## src/rtl/sdp_pkg.sv

```systemverilog
package sdp_pkg;

  typedef enum logic [4:0] {
    OP_PASS = 5'b00000,
    OP_INC  = 5'b00001,
    OP_ADD  = 5'b00010,
    OP_SUB  = 5'b00101,
    OP_DEC  = 5'b00110,
    OP_AND  = 5'b01000,
    OP_OR   = 5'b01010,
    OP_XOR  = 5'b01100,
    OP_NOT  = 5'b01110,
    OP_SHR  = 5'b10000,
    OP_SHL  = 5'b11000
  } alu_op_e;

  typedef struct packed {
    logic c;
    logic s;
    logic z;
    logic v;
  } flags_t;

  // True for every code that has a defined operation.
  function automatic logic op_listed(input logic [4:0] op);
    case (op)
      OP_PASS, OP_INC, OP_ADD, OP_SUB, OP_DEC,
      OP_AND, OP_OR, OP_XOR, OP_NOT, OP_SHR, OP_SHL: op_listed = 1'b1;
      default: op_listed = 1'b0;
    endcase
  endfunction

  // True for the codes that go through the adder.
  function automatic logic op_arith(input logic [4:0] op);
    case (op)
      OP_INC, OP_ADD, OP_SUB, OP_DEC: op_arith = 1'b1;
      default: op_arith = 1'b0;
    endcase
  endfunction

endpackage

```

## src/rtl/sdp_read_mux.sv

```systemverilog
module sdp_read_mux #(
  parameter int DW   = 8,
  parameter int SELW = 3,
  parameter int NREG = 7
) (
  input  logic [SELW-1:0]          sel,
  input  logic [DW-1:0]            ext,
  input  logic [NREG:1][DW-1:0]    regs,
  output logic [DW-1:0]            bus
);
  // Code 0 picks the external input, and code k picks register k.
  always_comb begin
    bus = ext;
    for (int k = 1; k <= NREG; k++) begin
      if (sel == SELW'(k)) bus = regs[k];
    end
  end
endmodule

```

## src/rtl/sdp_alu.sv

```systemverilog
module sdp_alu
  import sdp_pkg::*;
#(
  parameter int DW = 8
) (
  input  logic [DW-1:0] a,
  input  logic [DW-1:0] b,
  input  logic [4:0]    op,
  output logic [DW-1:0] res,
  output flags_t        nxt_flags,
  output logic          listed,
  output logic          arith
);
  // Returns {carry out of msb, carry into msb, sum}.
  function automatic logic [DW+1:0] add_core(input logic [DW-1:0] x,
                                             input logic [DW-1:0] y,
                                             input logic          cin);
    logic [DW-1:0] lo;
    logic [1:0]    hi;
    lo = {1'b0, x[DW-2:0]} + {1'b0, y[DW-2:0]} + {{(DW-1){1'b0}}, cin};
    hi = {1'b0, x[DW-1]} + {1'b0, y[DW-1]} + {1'b0, lo[DW-1]};
    return {hi[1], lo[DW-1], hi[0], lo[DW-2:0]};
  endfunction

  logic [DW-1:0] add_y;
  logic          add_cin;
  logic [DW+1:0] add_out;
  logic [DW-1:0] lsr_res;
  logic          c_end;
  logic          c_msb;

  assign listed = op_listed(op);
  assign arith  = op_arith(op);

  // One adder: the operation only changes the second operand and carry in.
  always_comb begin
    add_y   = '0;
    add_cin = 1'b0;
    case (op)
      OP_INC: add_cin = 1'b1;
      OP_ADD: add_y   = b;
      OP_SUB: begin add_y = ~b; add_cin = 1'b1; end
      OP_DEC: add_y   = '1;
      default: ;
    endcase
  end

  assign add_out = add_core(a, add_y, add_cin);
  assign c_end   = add_out[DW+1];
  assign c_msb   = add_out[DW];

  always_comb begin
    case (op)
      OP_AND:  lsr_res = a & b;
      OP_OR:   lsr_res = a | b;
      OP_XOR:  lsr_res = a ^ b;
      OP_NOT:  lsr_res = ~a;
      OP_SHR:  lsr_res = {1'b0, a[DW-1:1]};
      OP_SHL:  lsr_res = {a[DW-2:0], 1'b0};
      default: lsr_res = a;
    endcase
  end

  assign res = arith ? add_out[DW-1:0] : lsr_res;

  always_comb begin
    nxt_flags.s = res[DW-1];
    nxt_flags.z = (res == '0);
    if (arith) begin
      nxt_flags.c = c_end;
      nxt_flags.v = c_end ^ c_msb;
    end else begin
      nxt_flags.c = (op == OP_SHL) ? a[DW-1] : 1'b0;
      nxt_flags.v = 1'b0;
    end
  end
endmodule

```

## src/rtl/sdp_regbank.sv

```systemverilog
module sdp_regbank #(
  parameter int DW   = 8,
  parameter int SELW = 3,
  parameter int NREG = 7
) (
  input  logic                  clk,
  input  logic                  rst,
  input  logic [SELW-1:0]       wsel,
  input  logic [DW-1:0]         wdata,
  output logic [NREG:1][DW-1:0] regs
);
  logic [NREG:1] we;

  // One-hot destination decoder. Code 0 enables nothing.
  for (genvar k = 1; k <= NREG; k++) begin : g_dec
    assign we[k] = (wsel == SELW'(k));
  end

  always_ff @(posedge clk) begin
    if (rst) begin
      regs <= '0;
    end else begin
      for (int k = 1; k <= NREG; k++) begin
        if (we[k]) regs[k] <= wdata;
      end
    end
  end

  p_dec_onehot_r4: assert property (@(posedge clk) disable iff (rst)
    $onehot0(we));

  p_no_write_r3: assert property (@(posedge clk) disable iff (rst)
    (wsel == '0) |=> $stable(regs));

  for (genvar k = 1; k <= NREG; k++) begin : g_chk
    p_load_r4: assert property (@(posedge clk) disable iff (rst)
      we[k] |=> (regs[k] == $past(wdata)));
  end
endmodule

```

## src/rtl/shared_alu_datapath.sv

```systemverilog
module shared_alu_datapath
  import sdp_pkg::*;
#(
  parameter int DW   = 8,
  parameter int SELW = 3,
  parameter int OPW  = 5
) (
  input  logic                    clk,
  input  logic                    rst,
  input  logic [3*SELW+OPW-1:0]   ctrl_word,
  input  logic [DW-1:0]           ext_in,
  output logic [DW-1:0]           out_data,
  output logic [3:0]              status
);
  localparam int NREG  = (1 << SELW) - 1;
  localparam int CW    = 3 * SELW + OPW;
  localparam int A_LSB = CW - SELW;
  localparam int B_LSB = A_LSB - SELW;
  localparam int D_LSB = B_LSB - SELW;

  logic [SELW-1:0]       sel_a, sel_b, sel_d;
  logic [OPW-1:0]        op;
  logic [NREG:1][DW-1:0] regs;
  logic [DW-1:0]         bus_a, bus_b, alu_res;
  flags_t                nxt_flags, flags_q;
  logic                  listed, arith;

  assign sel_a = ctrl_word[A_LSB +: SELW];
  assign sel_b = ctrl_word[B_LSB +: SELW];
  assign sel_d = ctrl_word[D_LSB +: SELW];
  assign op    = ctrl_word[OPW-1:0];

  sdp_read_mux #(.DW(DW), .SELW(SELW), .NREG(NREG)) u_mux_a (
    .sel(sel_a), .ext(ext_in), .regs(regs), .bus(bus_a));

  sdp_read_mux #(.DW(DW), .SELW(SELW), .NREG(NREG)) u_mux_b (
    .sel(sel_b), .ext(ext_in), .regs(regs), .bus(bus_b));

  sdp_alu #(.DW(DW)) u_alu (
    .a(bus_a), .b(bus_b), .op(op), .res(alu_res),
    .nxt_flags(nxt_flags), .listed(listed), .arith(arith));

  sdp_regbank #(.DW(DW), .SELW(SELW), .NREG(NREG)) u_bank (
    .clk(clk), .rst(rst), .wsel(sel_d), .wdata(alu_res), .regs(regs));

  always_ff @(posedge clk) begin
    if (rst)         flags_q <= '0;
    else if (listed) flags_q <= nxt_flags;
  end

  assign out_data = alu_res;
  assign status   = flags_q;

  p_flags_hold_r11: assert property (@(posedge clk) disable iff (rst)
    !listed |=> $stable(flags_q));

  p_zero_flag_r8: assert property (@(posedge clk) disable iff (rst)
    listed |=> (flags_q.z == ($past(out_data) == '0)));

  p_sign_flag_r8: assert property (@(posedge clk) disable iff (rst)
    listed |=> (flags_q.s == $past(out_data[DW-1])));

  p_shl_carry_r10: assert property (@(posedge clk) disable iff (rst)
    (op == OP_SHL) |=> (flags_q.c == $past(bus_a[DW-1])));

  p_no_ovf_r10: assert property (@(posedge clk) disable iff (rst)
    (listed && !arith) |=> !flags_q.v);

  p_reset_r12: assert property (@(posedge clk)
    rst |=> (status == 4'b0000));
endmodule

```

## config.mk

```make
export PLATFORM = sky130hd
export DESIGN_NAME = shared_alu_datapath
export DESIGN_NICKNAME = d
export VERILOG_FILES = /design/src/rtl/sdp_pkg.sv /design/src/rtl/sdp_read_mux.sv /design/src/rtl/sdp_alu.sv /design/src/rtl/sdp_regbank.sv /design/src/rtl/shared_alu_datapath.sv
export SDC_FILE = /design/constraint.sdc
export NUM_CORES = 1
export LEC_CHECK = 0
export CAP_MARGIN = 20
export CELL_PAD_IN_SITES_DETAIL_PLACEMENT = 0
export CELL_PAD_IN_SITES_GLOBAL_PLACEMENT = 2
export CORE_AREA = 2 2 116 118
export DETAILED_ROUTE_END_ITERATION = 8
export DIE_AREA = 0 0 118 120
export DONT_BUFFER_PORTS = 1
export PLACE_DENSITY_LB_ADDON = 0.1
export SYNTH_ARGS = -nofsm -noshare
export SYNTH_HDL_FRONTEND = slang
export SYNTH_SLANG_ARGS = --single-unit
```

## constraint.sdc

```tcl
create_clock -name clk -period 7.95 [get_ports clk]
set_input_delay 0.3975 -clock clk [delete_from_list [all_inputs] [get_ports clk]]
set_output_delay 0.3975 -clock clk [all_outputs]
set_load 0.005 [all_outputs]
```

* After elaboration in Yosys (flattened, before gate mapping)
Memories as Yosys holds them, arrays and structs flattened. Index checks and enable logic that the tools add are counted. W data, S select, Z words.
Storage, ports and cells: RAM bits 0, bits of input ports 24, word-level logic and storage cells 78, bits in read-only memories 32, memories kept 1, register bits 60, latch bits 0, output and inout bits 12
Operators by class: eq/ne operators 31, bitwise gates (word level) 6, div/mod/pow operators 0, reduce and logical (&&, ||, !) cells 3, order comparisons 0, shift-type cells 0, multiplexer cells 22, $add $sub $neg 4, $mul 0
Memory list:
- (name not given) | depth 32, bits a word 1, rd ports 1, clocked after memory_dff 0, wr ports 0, RTL line sdp_pkg.sv:26 | case (op)
Operators with widths (count):
- $mux W8 | 15
- $pmux W8 S6 | 1
- $eq A3 B3 Y1 const B | 12
- $pmux W8 S3 | 1
- $eq A5 B4 Y1 const B | 4
- $eq A3 B2 Y1 const B | 6
- $not A8 Y8 | 2
- $eq A5 B3 Y1 const B | 2
- $eq A5 B5 Y1 const B | 2
- $eq A3 B1 Y1 const B | 3
- $add A7 B7 Y8 | 1
- $add A8 B1 Y8 | 1
- $and A8 B8 Y8 | 1
- $logic_not A8 Y1 | 1
- $or A8 B8 Y8 | 1
- $xor A8 B8 Y8 | 1
- $eq A5 B1 Y1 const B | 1
- $eq A5 B2 Y1 const B | 1
- $mux W1 | 5
- $reduce_or A4 Y1 | 1
- $add A1 B1 Y2 | 1
- $add A2 B1 Y2 | 1
- $reduce_or A2 Y1 | 1
- $xor A1 B1 Y1 | 1

* Longest topological paths before layout
Gate-level depths: netlist of the first run.
word-level depth 15, gate-level depth with buffers 23, gate-level depth less buffers 22

* Cells and area by module
From an unflattened synthesis of the first run, not the netlist that was laid out.
Second synthesis, totals: cell total of the unflattened synthesis 558, area total of the unflattened synthesis 5072.4 um^2
By module, submodules not included:
- sdp_regbank | seq. area each 1121.1 um^2, cells each 196, area an instance 2204.6 um^2, instances 1
- sdp_alu | seq. area each 0.0 um^2, cells each 205, area an instance 1471.4 um^2, instances 1
- sdp_read_mux | seq. area each 0.0 um^2, cells each 72, area an instance 628.1 um^2, instances 2
- shared_alu_datapath | seq. area each 80.1 um^2, cells each 13, area an instance 140.1 um^2, instances 1

* Least setup slack after synthesis of the first run
Ideal clock, no wire load.
path type input port to flip-flop, start point input port ctrl_word[10], end point register flags_q, in the netlist status[1], required time 7.854 ns, setup slack 3.482 ns, setup time 0.096 ns, buffers on the path 2, data arrival time 4.372 ns, cell stages on the path 22, cell sequence clkbuf_1 clkbuf_1 o2bb2ai_1 o21ai_0 a22oi_1 o32a_1 o21ai_0 o21ai_0 fa_1 nand2b_1 a21oi_1 o22ai_1 o21bai_1 a21o_1 fa_1 nand2b_1 a21oi_1 and3b_1 o221a_2 o21a_1 nand4b_1 o41ai_2
On the way: word-level cells in the longest chain between the ends 15, elaborated cells on any way between the ends 26, classes of those cells add/sub (4); eq/ne (7); mux (10); bitwise (4); reduce/logical (1)
Ends and longest elaborated chain:
- start, declared | RTL line shared_alu_datapath.sv:10 | input logic [3*SELW+OPW-1:0] ctrl_word,
- $eq A3 B1 Y1 | RTL line sdp_read_mux.sv:15 | if (sel == SELW'(k)) bus = regs[k];
- $mux W8 (6 in series) | RTL line sdp_read_mux.sv:15
- $mux W8 (*) | RTL line sdp_read_mux.sv:15
- $not A8 Y8 | RTL line sdp_alu.sv:42 | OP_SUB: begin add_y = ~b; add_cin = 1'b1; end
- $pmux W8 S3 | RTL line sdp_alu.sv:39 | case (op)
- $add A7 B7 Y8 | RTL line sdp_alu.sv:20 | lo = {1'b0, x[DW-2:0]} + {1'b0, y[DW-2:0]} + {{(DW-1){1'b0}}, cin};
- $add A8 B1 Y8 | RTL line sdp_alu.sv:20
- $add A2 B1 Y2 | RTL line sdp_alu.sv:21 | hi = {1'b0, x[DW-1]} + {1'b0, y[DW-1]} + {1'b0, lo[DW-1]};
- $mux W8 (*) | RTL line sdp_alu.sv:64 | assign res = arith ? add_out[DW-1:0] : lsr_res;
- $logic_not A8 Y1 (*) | RTL line sdp_alu.sv:68 | nxt_flags.z = (res == '0);
- end signal, assigned | RTL line shared_alu_datapath.sv:48 | else if (listed) flags_q <= nxt_flags;
- end, declared | RTL line shared_alu_datapath.sv:25 | flags_t nxt_flags, flags_q;
Every way passes the cells marked *; elsewhere a longest branch is shown, timed or not. A chain may end at the register's enable or synchronous reset.

* Worst setup path after layout of the first run
start point input port ctrl_word[8], end point output port out_data[7]
On the way: word-level cells in the longest chain between the ends 14, elaborated cells on any way between the ends 25, classes of those cells add/sub (4); eq/ne (7); mux (10); bitwise (4)
Ends and longest elaborated chain:
- $eq A3 B1 Y1 | RTL line sdp_read_mux.sv:15
- $mux W8 (6 in series) | RTL line sdp_read_mux.sv:15
- $mux W8 (*) | RTL line sdp_read_mux.sv:15
- $not A8 Y8 | RTL line sdp_alu.sv:42
- $pmux W8 S3 | RTL line sdp_alu.sv:39
- $add A7 B7 Y8 | RTL line sdp_alu.sv:20
- $add A8 B1 Y8 | RTL line sdp_alu.sv:20
- $add A2 B1 Y2 | RTL line sdp_alu.sv:21
- $mux W8 (*) | RTL line sdp_alu.sv:64
- end, declared | RTL line shared_alu_datapath.sv:12 | output logic [DW-1:0] out_data,
Marks and branches as above.

==> flow_summary.yaml, run 1 <==
placement:
  dpl_worst_slack_ps: 3130
  finalWeightedCongestion: 0.931
  place.detailed.hpwl_um: 14000
  port_buffers: 0
  post-place-cells: 819
  placed_cell_area_um2: 5210
synth:
  synth_ff_type: "dfxtp_1"
  syn-cell-area_um2: 5180
  synth_enable_flop_cells: 0
  synth.largest_area_cell: "dfxtp_1"
  synth_area_per_cell_um2: 7.51
  synth_seq_area_share: 0.232
  syn-instance-count: 690
  synth_top_cells_by_area: "dfxtp_1, mux2i_1, nor2_1"
  area_share_of_the_largest_cell_type_after_synthesis: 0.232
  synth.ff_latch_count: 60
  synth-warning-count: 0
  share_of_async_settable_or_async_resettable_flops_after_synthesis: 0
  postSynthNetCount: 743
  post_synth_num_cell_types: 74
die:
  rows: 42
  core_area_um2: 13000
  initial_utilization: 0.399
  die_h_um: 120
  dieArea_um2: 14200
  boundary_pins: 36
  floorplan.die.width_um: 118
worst_setup_path:
  timing.critical_path.from_type: "input pin"
  timing.critical_path.arrival_ps: 4550
  cp_max_fo: 30
  timing.critical_path.required_ps: 7550
  criticalPathCategory: "input pin to output pin"
  critical_path.endpoint_type: "output pin"
clock_tree:
  tritoncts: "done"
  clk_transition_reported_paths_ps: 60
  cts.path.max_buffers: 2
  ctsHoldBuffers: 0
  clock-sinks: 60
  cts-htree-levels: 3
  cts_setup_buffers: 0
  resize_count_post_cts: 0
  clock_tree.root_cell: "clkbuf_16"
  clk_latency_ps: 330
  cts-buffers-inserted: 9
routing:
  drt_drc_violations_left: 0
  detailed_route_wl_um: 18900
  drt-wirelength-per-cell_um: 22.6
  dr.pass1.iters: 5
  violation_count_after_the_first_detailed_route_iteration: 595
  via_count: 5171
  avgViaCountPerCell: 6.18
  drtAntennaViolNets: 0
grt:
  grt_util_all_layers: 0.271
  grt_pass1_vias: 4884
  gr-total-overflow: 0
  largest_net_degree_at_the_start_of_global_routing: 62
  global_route_wire_length_before_repair_um: 29200
  grt_antenna_before_repair: 0
timing:
  worst_pin_slew_ps: 1150
  rsz0062_at_grt: "false"
  skew_ps: 6.40
  period_needed_ps: 4940
  final.setup.tns_ps: 0
  relSlewSlack: 0.232
  ratio_of_final_minimum_period_to_clock_period: 0.622
  final_worst_path_setup_slack_ps: 3010
  max_clock_freq_mhz: 202
  setup_viol: 0
  hold_viol_final: 0
  drv_slew: 0
cells_and_area:
  finalInstanceArea_um2: 5550
  finalCoreUtilization: 0.428
  final-instance-count-excl-fill: 837
  final_nets: 709
  n_fill_cell: 1349
  areaGrowthSynthToFinish_pct: 7.22
  n_antenna_cell: 0
  drive_above_1_share: 0.0666
min_path:
  min_path_type: "input pin to flop"
pwr:
  leakage_nw: 2.13
  irDropWorstVdd_uv: 182
  power-per-cell-area_nw_per_um2: 176
job:
  drv_cap: 0
run_status:
  result_of_the_run: "completed"
## flip-flops by register name, summed over array words and instances, names as in the netlist
register	flops
u_bank.regs	56
status	4
## layout make-up
class,instances,area [um^2],share of cell area
Clock buffer,10,239,0.0430
Tap cell,176,220,0.0396
Sequential cell,60,1200,0.216
Clock inverter,6,87.6,0.0158
Timing Repair Buffer,5,41.3,0.00743
Multi-Input combinational cell,537,3600,0.649
Inverter,43,161,0.0291
## cell families after synthesis
| kind of cell | after synthesis | share of synthesized area |
|---|---|---|
| AND/OR/NAND/NOR | 229 | 0.200 |
| AO/OA/AOI/OAI | 219 | 0.299 |
| buffers and inverters | 93 | 0.0754 |
| flip-flops | 60 | 0.232 |
| multiplexers | 56 | 0.112 |
| adder cells (fa/ha/maj) | 29 | 0.0744 |
| XOR/XNOR | 4 | 0.00676 |
## cell usage after synthesis (6+ instances only)
cell type  number
o21ai_0        35
dfxtp_1        60
a22oi_1         6
nand2_1        63
mux2i_1        53
nor2_1        102
o22ai_1        10
nor2b_1        10
nor3_1          9
inv_1          39
a21oi_1        40
nand2b_1       10
ha_1           26
clkbuf_1       32
o221ai_1        9
buf_2           9
o211ai_1        7
a211oi_1       40
o21a_1         12
nand3_1         6
a31oi_1         9
## cell usage in the layout, fill, tap and decap left out, types with 12 or more instances in the layout
| master | instances |
|---|---|
| a211oi_1 | 40 |
| a21oi_1 | 40 |
| nand2_1 | 63 |
| nor2_1 | 102 |
| dfxtp_1 | 60 |
| o21ai_0 | 35 |
| ha_1 | 26 |
| o21a_1 | 12 |
| inv_1 | 39 |
| mux2i_1 | 53 |
## per-stage QoR
| step | hold WS, ps | power (mW) |
|---|---|---|
| 2_1_floorplan | 464 | 0.510 |
| 3_3_place_gp | 471 | 0.553 |
| 3_5_place_dp | 474 | 0.553 |
| 4_1_cts | 124 | 0.983 |
| 5_1_grt | 121 | 1.02 |
| 6_report | 137 | 0.978 |
## power breakdown
| part | switching [mW] | leakage [nW] | internal, mW | total (mW) |
|---|---|---|---|---|
| Sequential | 0.0153 | 0.489 | 0.315 | 0.331 |
| Clock | 0.145 | 0.151 | 0.282 | 0.427 |
| Combinational | 0.139 | 1.49 | 0.0824 | 0.221 |
## metal layers
metal	share of wire	vias to the layer above	GRT usage	wire (um)
li1	-	2424	-	-
met1	0.43	2492	0.340	8050
met2	0.47	207	0.449	8860
met3	0.068	48	0.0570	1290
met4	0.039	0	0.118	734
met5	0	-	0	0
## worst max-delay path: stages
cell	delay, ps
clkinv_1	240
nor2_1	290
inv_1	150
o21ai_0	190
a22oi_1	100
o32a_1	250
o21ai_0	150
o21ai_0	140
fa_1	470
nand2b_1	180
a21oi_1	190
o22ai_1	150
o21bai_1	210
a21o_1	220
fa_1	440
a21boi_2	620
inv_1	140
## worst paths after layout
kind              startpoint              end  slack (ps)  cells after the start
max             ctrl_word[8]      out_data[7]        3010                     17
min                      rst  u_bank.regs[49]         140                      1
max reg2reg  u_bank.regs[18]        status[1]        3300                     21
min reg2reg        status[0]        status[0]         490                      2
Power figures use the tool's default switching activity.
==> run 2, diff against run 1 <==
--- a/config.mk
+++ b/config.mk
@@ -5,12 +5,13 @@
 export SDC_FILE = /design/constraint.sdc
 export NUM_CORES = 1
 export LEC_CHECK = 0
+export ABC_AREA = 1
 export CAP_MARGIN = 20
 export CELL_PAD_IN_SITES_DETAIL_PLACEMENT = 0
 export CELL_PAD_IN_SITES_GLOBAL_PLACEMENT = 2
-export CORE_AREA = 2 2 116 118
+export CORE_AREA = 2 2 130 132
 export DETAILED_ROUTE_END_ITERATION = 8
-export DIE_AREA = 0 0 118 120
+export DIE_AREA = 0 0 132 134
 export DONT_BUFFER_PORTS = 1
 export PLACE_DENSITY_LB_ADDON = 0.1
 export SYNTH_ARGS = -nofsm -noshare
==> constraint.sdc (replaced) <==
create_clock -name clk -period 4.32 [get_ports clk]
set_input_delay 0.216 -clock clk [delete_from_list [all_inputs] [get_ports clk]]
set_output_delay 0.216 -clock clk [all_outputs]
set_load 0.005 [all_outputs]
==> flow_summary.yaml, run 2 <==
run_status:
  result_of_the_run: "completed"
synth:
  synth_area_per_cell_um2: 6.05
  synth_ff_type: "dfxtp_1"
  syn-cell-area_um2: 4960
  share_of_async_settable_or_async_resettable_flops_after_synthesis: 0
  synth.largest_area_cell: "dfxtp_1"
  synth_seq_area_share: 0.242
  synth_top_cells_by_area: "dfxtp_1, inv_1, a21oi_1"
  synth.ff_latch_count: 60
  postSynthNetCount: 873
  synth_enable_flop_cells: 0
  post_synth_num_cell_types: 36
  area_share_of_the_largest_cell_type_after_synthesis: 0.242
  synth-warning-count: 0
  syn-instance-count: 820
  synth_most_common_cell: "inv_1"
  ys_top_cells_by_count: "inv_1, nand2_1, a21oi_1, o21ai_0, dfxtp_1"
cells_and_area:
  final-instance-count-excl-fill: 1068
  n_fill_cell: 1852
  regArea_um2: 1210
  final_nets: 897
  largest-register: "u_bank.regs"
  drive_above_1_share: 0.130
  layout.cells.most_common: "inv_1"
  n_antenna_cell: 0
  highest_count_cells_in_the_layout_ignoring_fill_and_taps: "inv_1, nand2_1, a21oi_1, o21ai_0, dfxtp_1"
  multi_input_area_um2: 3020
  largest_reg_flops: 56
  areaGrowthSynthToFinish_pct: 17.0
  finalInstanceArea_um2: 5810
routing:
  violation_count_after_the_first_detailed_route_iteration: 408
  drtAntennaViolNets: 0
  via_count: 5215
  avgViaCountPerCell: 4.88
  detailed_route_wl_um: 18400
  drt-wirelength-per-cell_um: 17.3
  drt_drc_violations_left: 0
  dr.pass1.iters: 7
die:
  floorplan.die.width_um: 132
  initial_utilization: 0.305
  boundary_pins: 36
  die_h_um: 134
  rows: 47
  dieArea_um2: 17700
  core_area_um2: 16300
clock_tree:
  cts-buffers-inserted: 9
  clock-sinks: 60
  clock_tree.root_cell: "clkbuf_16"
  clk_latency_ps: 340
  tritoncts: "done"
  cts-htree-levels: 3
  clk_transition_reported_paths_ps: 50
  cts.path.max_buffers: 2
placement:
  placed_cell_area_um2: 5360
  finalWeightedCongestion: 0.855
  port_buffers: 0
  place.detailed.hpwl_um: 14200
  post-place-cells: 1045
grt:
  global_route_wire_length_before_repair_um: 28800
  globalRouteMet3Util: 0.0597
  globalRoute.busiestLayer: "met2"
  grt_antenna_before_repair: 0
  gr-total-overflow: 0
  globalRouteMet1Util: 0.303
  grt_util_all_layers: 0.216
  largest_net_degree_at_the_start_of_global_routing: 57
  groute.layer.met2.usage: 0.319
  grt_pass1_vias: 4952
worst_setup_path:
  cp_common_cell: "nor2_1"
  cp_max_fo: 3
  critPathSlowestCell: "fa_1"
  critical_path.max_stage_delay_ps: 480
  crit_path_end: "out_data[7]"
  reg2reg_setup_slack_ps: 420
  critical_path.endpoint_type: "output pin"
  timing.critical_path.from_type: "flop"
  critical_path.startpoint: "u_bank.regs[2]"
  r2r.worst_path.cells: 25
  worstPathCellList: "nor2_4, o221ai_2, o211ai_1, o211ai_1, a22oi_2, inv_2, a21oi_2, o21ai_1, ha_1, nand2_1, nor2_1, a211oi_2, nor2_1, nor2_1, o21ai_1, and2_4, o21ai_4, nand2_2, fa_1, nand2_1, nand2_2, buf_6"
  worst_flop_to_flop_path_startpoint: "u_bank.regs[2]"
  criticalPathCategory: "flop to output pin"
  timing.critical_path.required_ps: 4100
  timing.critical_path.arrival_ps: 3830
  regToRegEndpoint: "u_bank.regs[39]"
timing:
  relSlewSlack: 0.455
  skew_ps: 6.58
  rsz0062_at_grt: "false"
  drv_slew: 0
  worst_pin_slew_ps: 815
  setup_viol: 0
  max_clock_freq_mhz: 247
  finalHoldWorstSlack_ps: 45.3
  period_needed_ps: 4040
  ratio_of_final_minimum_period_to_clock_period: 0.936
  hold_viol_final: 0
pwr:
  irDropWorstVdd_uv: 266
  power-per-cell-area_nw_per_um2: 314
  leakage_nw: 2.92
min_path:
  min_path_type: "input pin to flop"
job:
  drv_cap: 0
run 2: cell types whose count changed in the layout (fill, tap and decap cells not counted), sizes merged, moves of 11 or more:
cell and delta:
nand2 +84, a211oi -35, mux2i -53, nand3 +36
nor2 -50, a21oi +61, inv +145, o21a -12
buf +34, o211ai +11, o21ai +66
run 2: cells by family (layout without fill, tap and decap cells):
| logic type | count (synthesis) | after routing | share of synthesized area |
|---|---|---|---|
| AND/OR/NAND/NOR | 266 | 266 | 0.236 |
| buffers and inverters | 215 | 243 | 0.168 |
| AO/OA/AOI/OAI | 250 | 250 | 0.276 |
| adder cells (fa/ha/maj) | 29 | 29 | 0.0777 |
| flip-flops | 60 | 60 | 0.242 |
run 2: worst max-delay path: cells and delay by family, from the launching register on:
kind                     cells  cell delay (ps)
buffers and inverters        2              190
flip-flops                   1              360
AND/OR/NAND/NOR              9              890
AO/OA/AOI/OAI                9             1230
adder cells (fa/ha/maj)      2              830
run 2: how the worst min path moves through the flow:
stage | startpoint | end | slack (ps) | cells after the start
2_1_floorplan | rst | u_bank.regs[14] | 380 | 3
3_3_place_gp | rst | status[0] | 290 | 1
3_5_place_dp | rst | status[3] | 300 | 1
4_1_cts | rst | u_bank.regs[15] | 20 | 3
5_1_grt | rst | u_bank.regs[0] | 30 | 3
6_report | rst | u_bank.regs[15] | 50 | 3
run 2: per-stage QoR:
stage               TNS (ps)  worst slack (ps)  utilization  power [mW]
detailed placement      -765              -101        0.329        1.09
global route               0              38.0        0.357        1.94
finish                     0               276        0.357        1.82
CTS                        0              24.1        0.349        1.83
global placement           0              36.4        0.329        1.08
floorplan                  0               268            -       0.918
run 2: where the power goes:
group          leakage [nW]  internal (mW)  switching (mW)
combinational          2.28          0.167           0.334
clock                 0.144          0.455           0.264
sequential            0.492          0.584          0.0180
run 2: area by class of cell:
cell class | instances | area share
inverter | 188 | 0.121
clock inverter | 5 | 0.00905
timing repair buffer | 40 | 0.0528
sequential | 60 | 0.208
tap | 220 | 0.0474
multi-input combinational | 545 | 0.520
clock buffer | 10 | 0.0411
run 2: what timing repair did:
action | 4_1_cts | 5_1_grt
endpoints found under the hold margin | 3 | 0
hold buffers | 1 | 0
resized for setup | 5 | 32
setup buffers | 1 | 6
endpoints found under the setup margin | 1 | 11
pin swaps | 1 | 23
run 2: routing by layer:
metal	share of wire	wire length, um	up-vias
li1	-	-	2691
met1	0.50	9250	2385
met2	0.42	7730	120
met3	0.060	1120	19
met4	0.018	339	0
met5	0	0	-
==> run 3, diff against run 2 <==
==> constraint.sdc (replaced) <==
create_clock -name clk -period 4.32 [get_ports clk]
set_input_delay 0.432 -clock clk [delete_from_list [all_inputs] [get_ports clk]]
set_output_delay 0.432 -clock clk [all_outputs]
set_load 0.005 [all_outputs]
==> flow_summary.yaml, run 3 (synthesized netlist as in run 2, its figures left out) <==
run_status:
  result_of_the_run: "completed"
die:
  boundary_pins: 36
  floorplan.die.width_um: 132
  die_h_um: 134
  dieArea_um2: 17700
  rows: 47
  core_area_um2: 16300
  initial_utilization: 0.305
min_path:
  min_to: "status[0]"
  min_path_type: "input pin to flop"
  worst_min_path_start: "rst"
  worstHoldPathCells: 1
cells_and_area:
  largest_reg_flops: 56
  largest-register: "u_bank.regs"
  final_nets: 966
  n_fill_cell: 1787
  layout.cells.most_common: "inv_1"
  n_antenna_cell: 0
  drive_above_1_share: 0.223
  highest_count_cells_in_the_layout_ignoring_fill_and_taps: "inv_1, nand2_1, buf_4, a21oi_1, o21ai_0"
  areaGrowthSynthToFinish_pct: 30.5
worst_setup_path:
  crit_buf_inv: 6
  criticalPathCategory: "input pin to output pin"
  timing.critical_path.from_type: "input pin"
  critical_path.max_stage_delay_ps: 530
  regToRegEndpoint: "status[1]"
  timing.critical_path.required_ps: 3890
  worstPathCellList: "clkinvlp_4, nand3_4, inv_2, o21ai_2, o221ai_2, o211ai_1, o211ai_1, a22oi_2, inv_2, buf_6, o21ai_4, ha_4, buf_6, a211oi_4, nor2_2, nor2_1, o21ai_1, and2_4, o21ai_2, nand2_2, fa_1, nand2_1, nand2_2, buf_6"
  cp_max_fo: 5
  critPathSlowestCell: "fa_1"
  timing.critical_path.arrival_ps: 3860
  critical_path.top_delay_family: "compound AO/OA/AOI/OAI gates"
  cp_common_cell: "buf_6"
  reg2reg_setup_slack_ps: 400
  critical_path.endpoint_type: "output pin"
  r2r.worst_path.cells: 29
  worst_flop_to_flop_path_startpoint: "u_bank.regs[1]"
routing:
  violation_count_after_the_first_detailed_route_iteration: 451
  detailed_route_wl_um: 20000
  via_count: 5553
  drt_drc_violations_left: 0
  avgViaCountPerCell: 4.88
  dr.pass1.iters: 5
  drt-wirelength-per-cell_um: 17.6
  drtAntennaViolNets: 0
pwr:
  leakage_nw: 3.26
  irDropWorstVdd_uv: 218
  power-per-cell-area_nw_per_um2: 289
  post-layout-total-power_mw: 1.87
clock_tree:
  clk_latency_ps: 340
  cts.path.max_buffers: 2
  tritoncts: "done"
  ctsHoldBuffers: 0
  clk_transition_reported_paths_ps: 50
  cts-buffers-inserted: 9
  cts-htree-levels: 3
  clock-sinks: 60
  clock_tree.root_cell: "clkbuf_16"
timing:
  final_worst_path_setup_slack_ps: 28.7
  max_clock_freq_mhz: 233
  ratio_of_final_minimum_period_to_clock_period: 0.993
  period_needed_ps: 4290
  skew_ps: 8.48
  rsz0062_at_grt: "true"
  final.setup.tns_ps: 0
  setup_viol: 0
  relSlewSlack: 0.499
  worst_pin_slew_ps: 748
  drv_slew: 0
  hold_viol_final: 0
grt:
  grt_util_all_layers: 0.228
  globalRoute.busiestLayer: "met2"
  grt_pass1_vias: 5192
  global_route_wire_length_before_repair_um: 30700
  globalRouteMet3Util: 0.0336
  globalRouteMet1Util: 0.336
  grt_antenna_before_repair: 1
  gr-total-overflow: 0
  largest_net_degree_at_the_start_of_global_routing: 59
  groute.layer.met2.usage: 0.355
placement:
  place.detailed.hpwl_um: 15300
  finalWeightedCongestion: 0.861
  dpl_worst_slack_ps: -342
  port_buffers: 0
job:
  drv_cap: 0
-- run 3: cell types whose count changed in the layout (fill, tap and decap cells not counted), moves of 3 or more --
| cell | change |
|---|---|
| nor2_1 | -5 |
| buf_4 | +60 |
| o21ai_0 | -4 |
| buf_6 | +8 |
| a21oi_1 | -4 |
| nand2_1 | -3 |
| inv_1 | -8 |
| clkinvlp_4 | +3 |
| inv_2 | +5 |
| nor2_2 | +3 |
| a21oi_2 | +4 |
-- run 3: layer usage --
metal	vias up	wire, um
li1	2841	-
met1	2597	10200
met2	104	8690
met3	11	977
met4	0	161
met5	-	0
-- run 3: area by class of cell --
type,count,area [um^2],area share
timing repair buffer,108,857,0.132
tap,220,275,0.0425
clock buffer,10,229,0.0354
inverter,188,714,0.110
multi-input combinational,546,3160,0.488
clock inverter,6,41.3,0.00638
sequential,60,1200,0.185
-- run 3: report_power, final --
part           switching (mW)  total [mW]  leakage (nW)  internal (mW)
Combinational           0.376       0.609          2.65          0.233
Clock                   0.276       0.662         0.124          0.386
Sequential             0.0182       0.602         0.491          0.584
Total                   0.670        1.87          3.26           1.20
-- run 3: how the worst max path moves through the flow --
| stage | end | start | cells after the start |
|---|---|---|---|
| floorplan | out_data[7] | ctrl_word[10] | 26 |
| global route | out_data[7] | ctrl_word[10] | 24 |
| CTS | out_data[7] | ctrl_word[10] | 24 |
| global placement | out_data[7] | ctrl_word[10] | 25 |
| finish | out_data[7] | ctrl_word[10] | 24 |
| detailed placement | out_data[7] | ctrl_word[8] | 25 |
-- run 3: worst reg2reg max path, delay by kind of cell (launching register included) --
family                     cells  cell delay (ps)
AOI/OAI and AO/OA              9             1250
adders and majority gates      2              700
buffers and inverters          3              280
DFF                            1              310
and+or+nand+nor               15             1300
-- run 3: through the flow --
stage | instance area [um^2] | instances | hold slack, ps | utilization
2_1_floorplan | 4970 | 820 | 460 | -
3_3_place_gp | 5790 | 1101 | 471 | 0.356
3_5_place_dp | 5790 | 1101 | 480 | 0.356
4_1_cts | 6210 | 1132 | 153 | 0.382
5_1_grt | 6480 | 1138 | 153 | 0.398
6_report | 6480 | 1138 | 161 | 0.398
-- run 3: repair_timing --
| item | CTS | global route |
|---|---|---|
| pin swaps | 15 | 40 |
| buffers inserted | 15 | 6 |
| setup endpoints to repair | 2 | 14 |
| gates resized for setup | 18 | 65 |
| cloned | 0 | 1 |
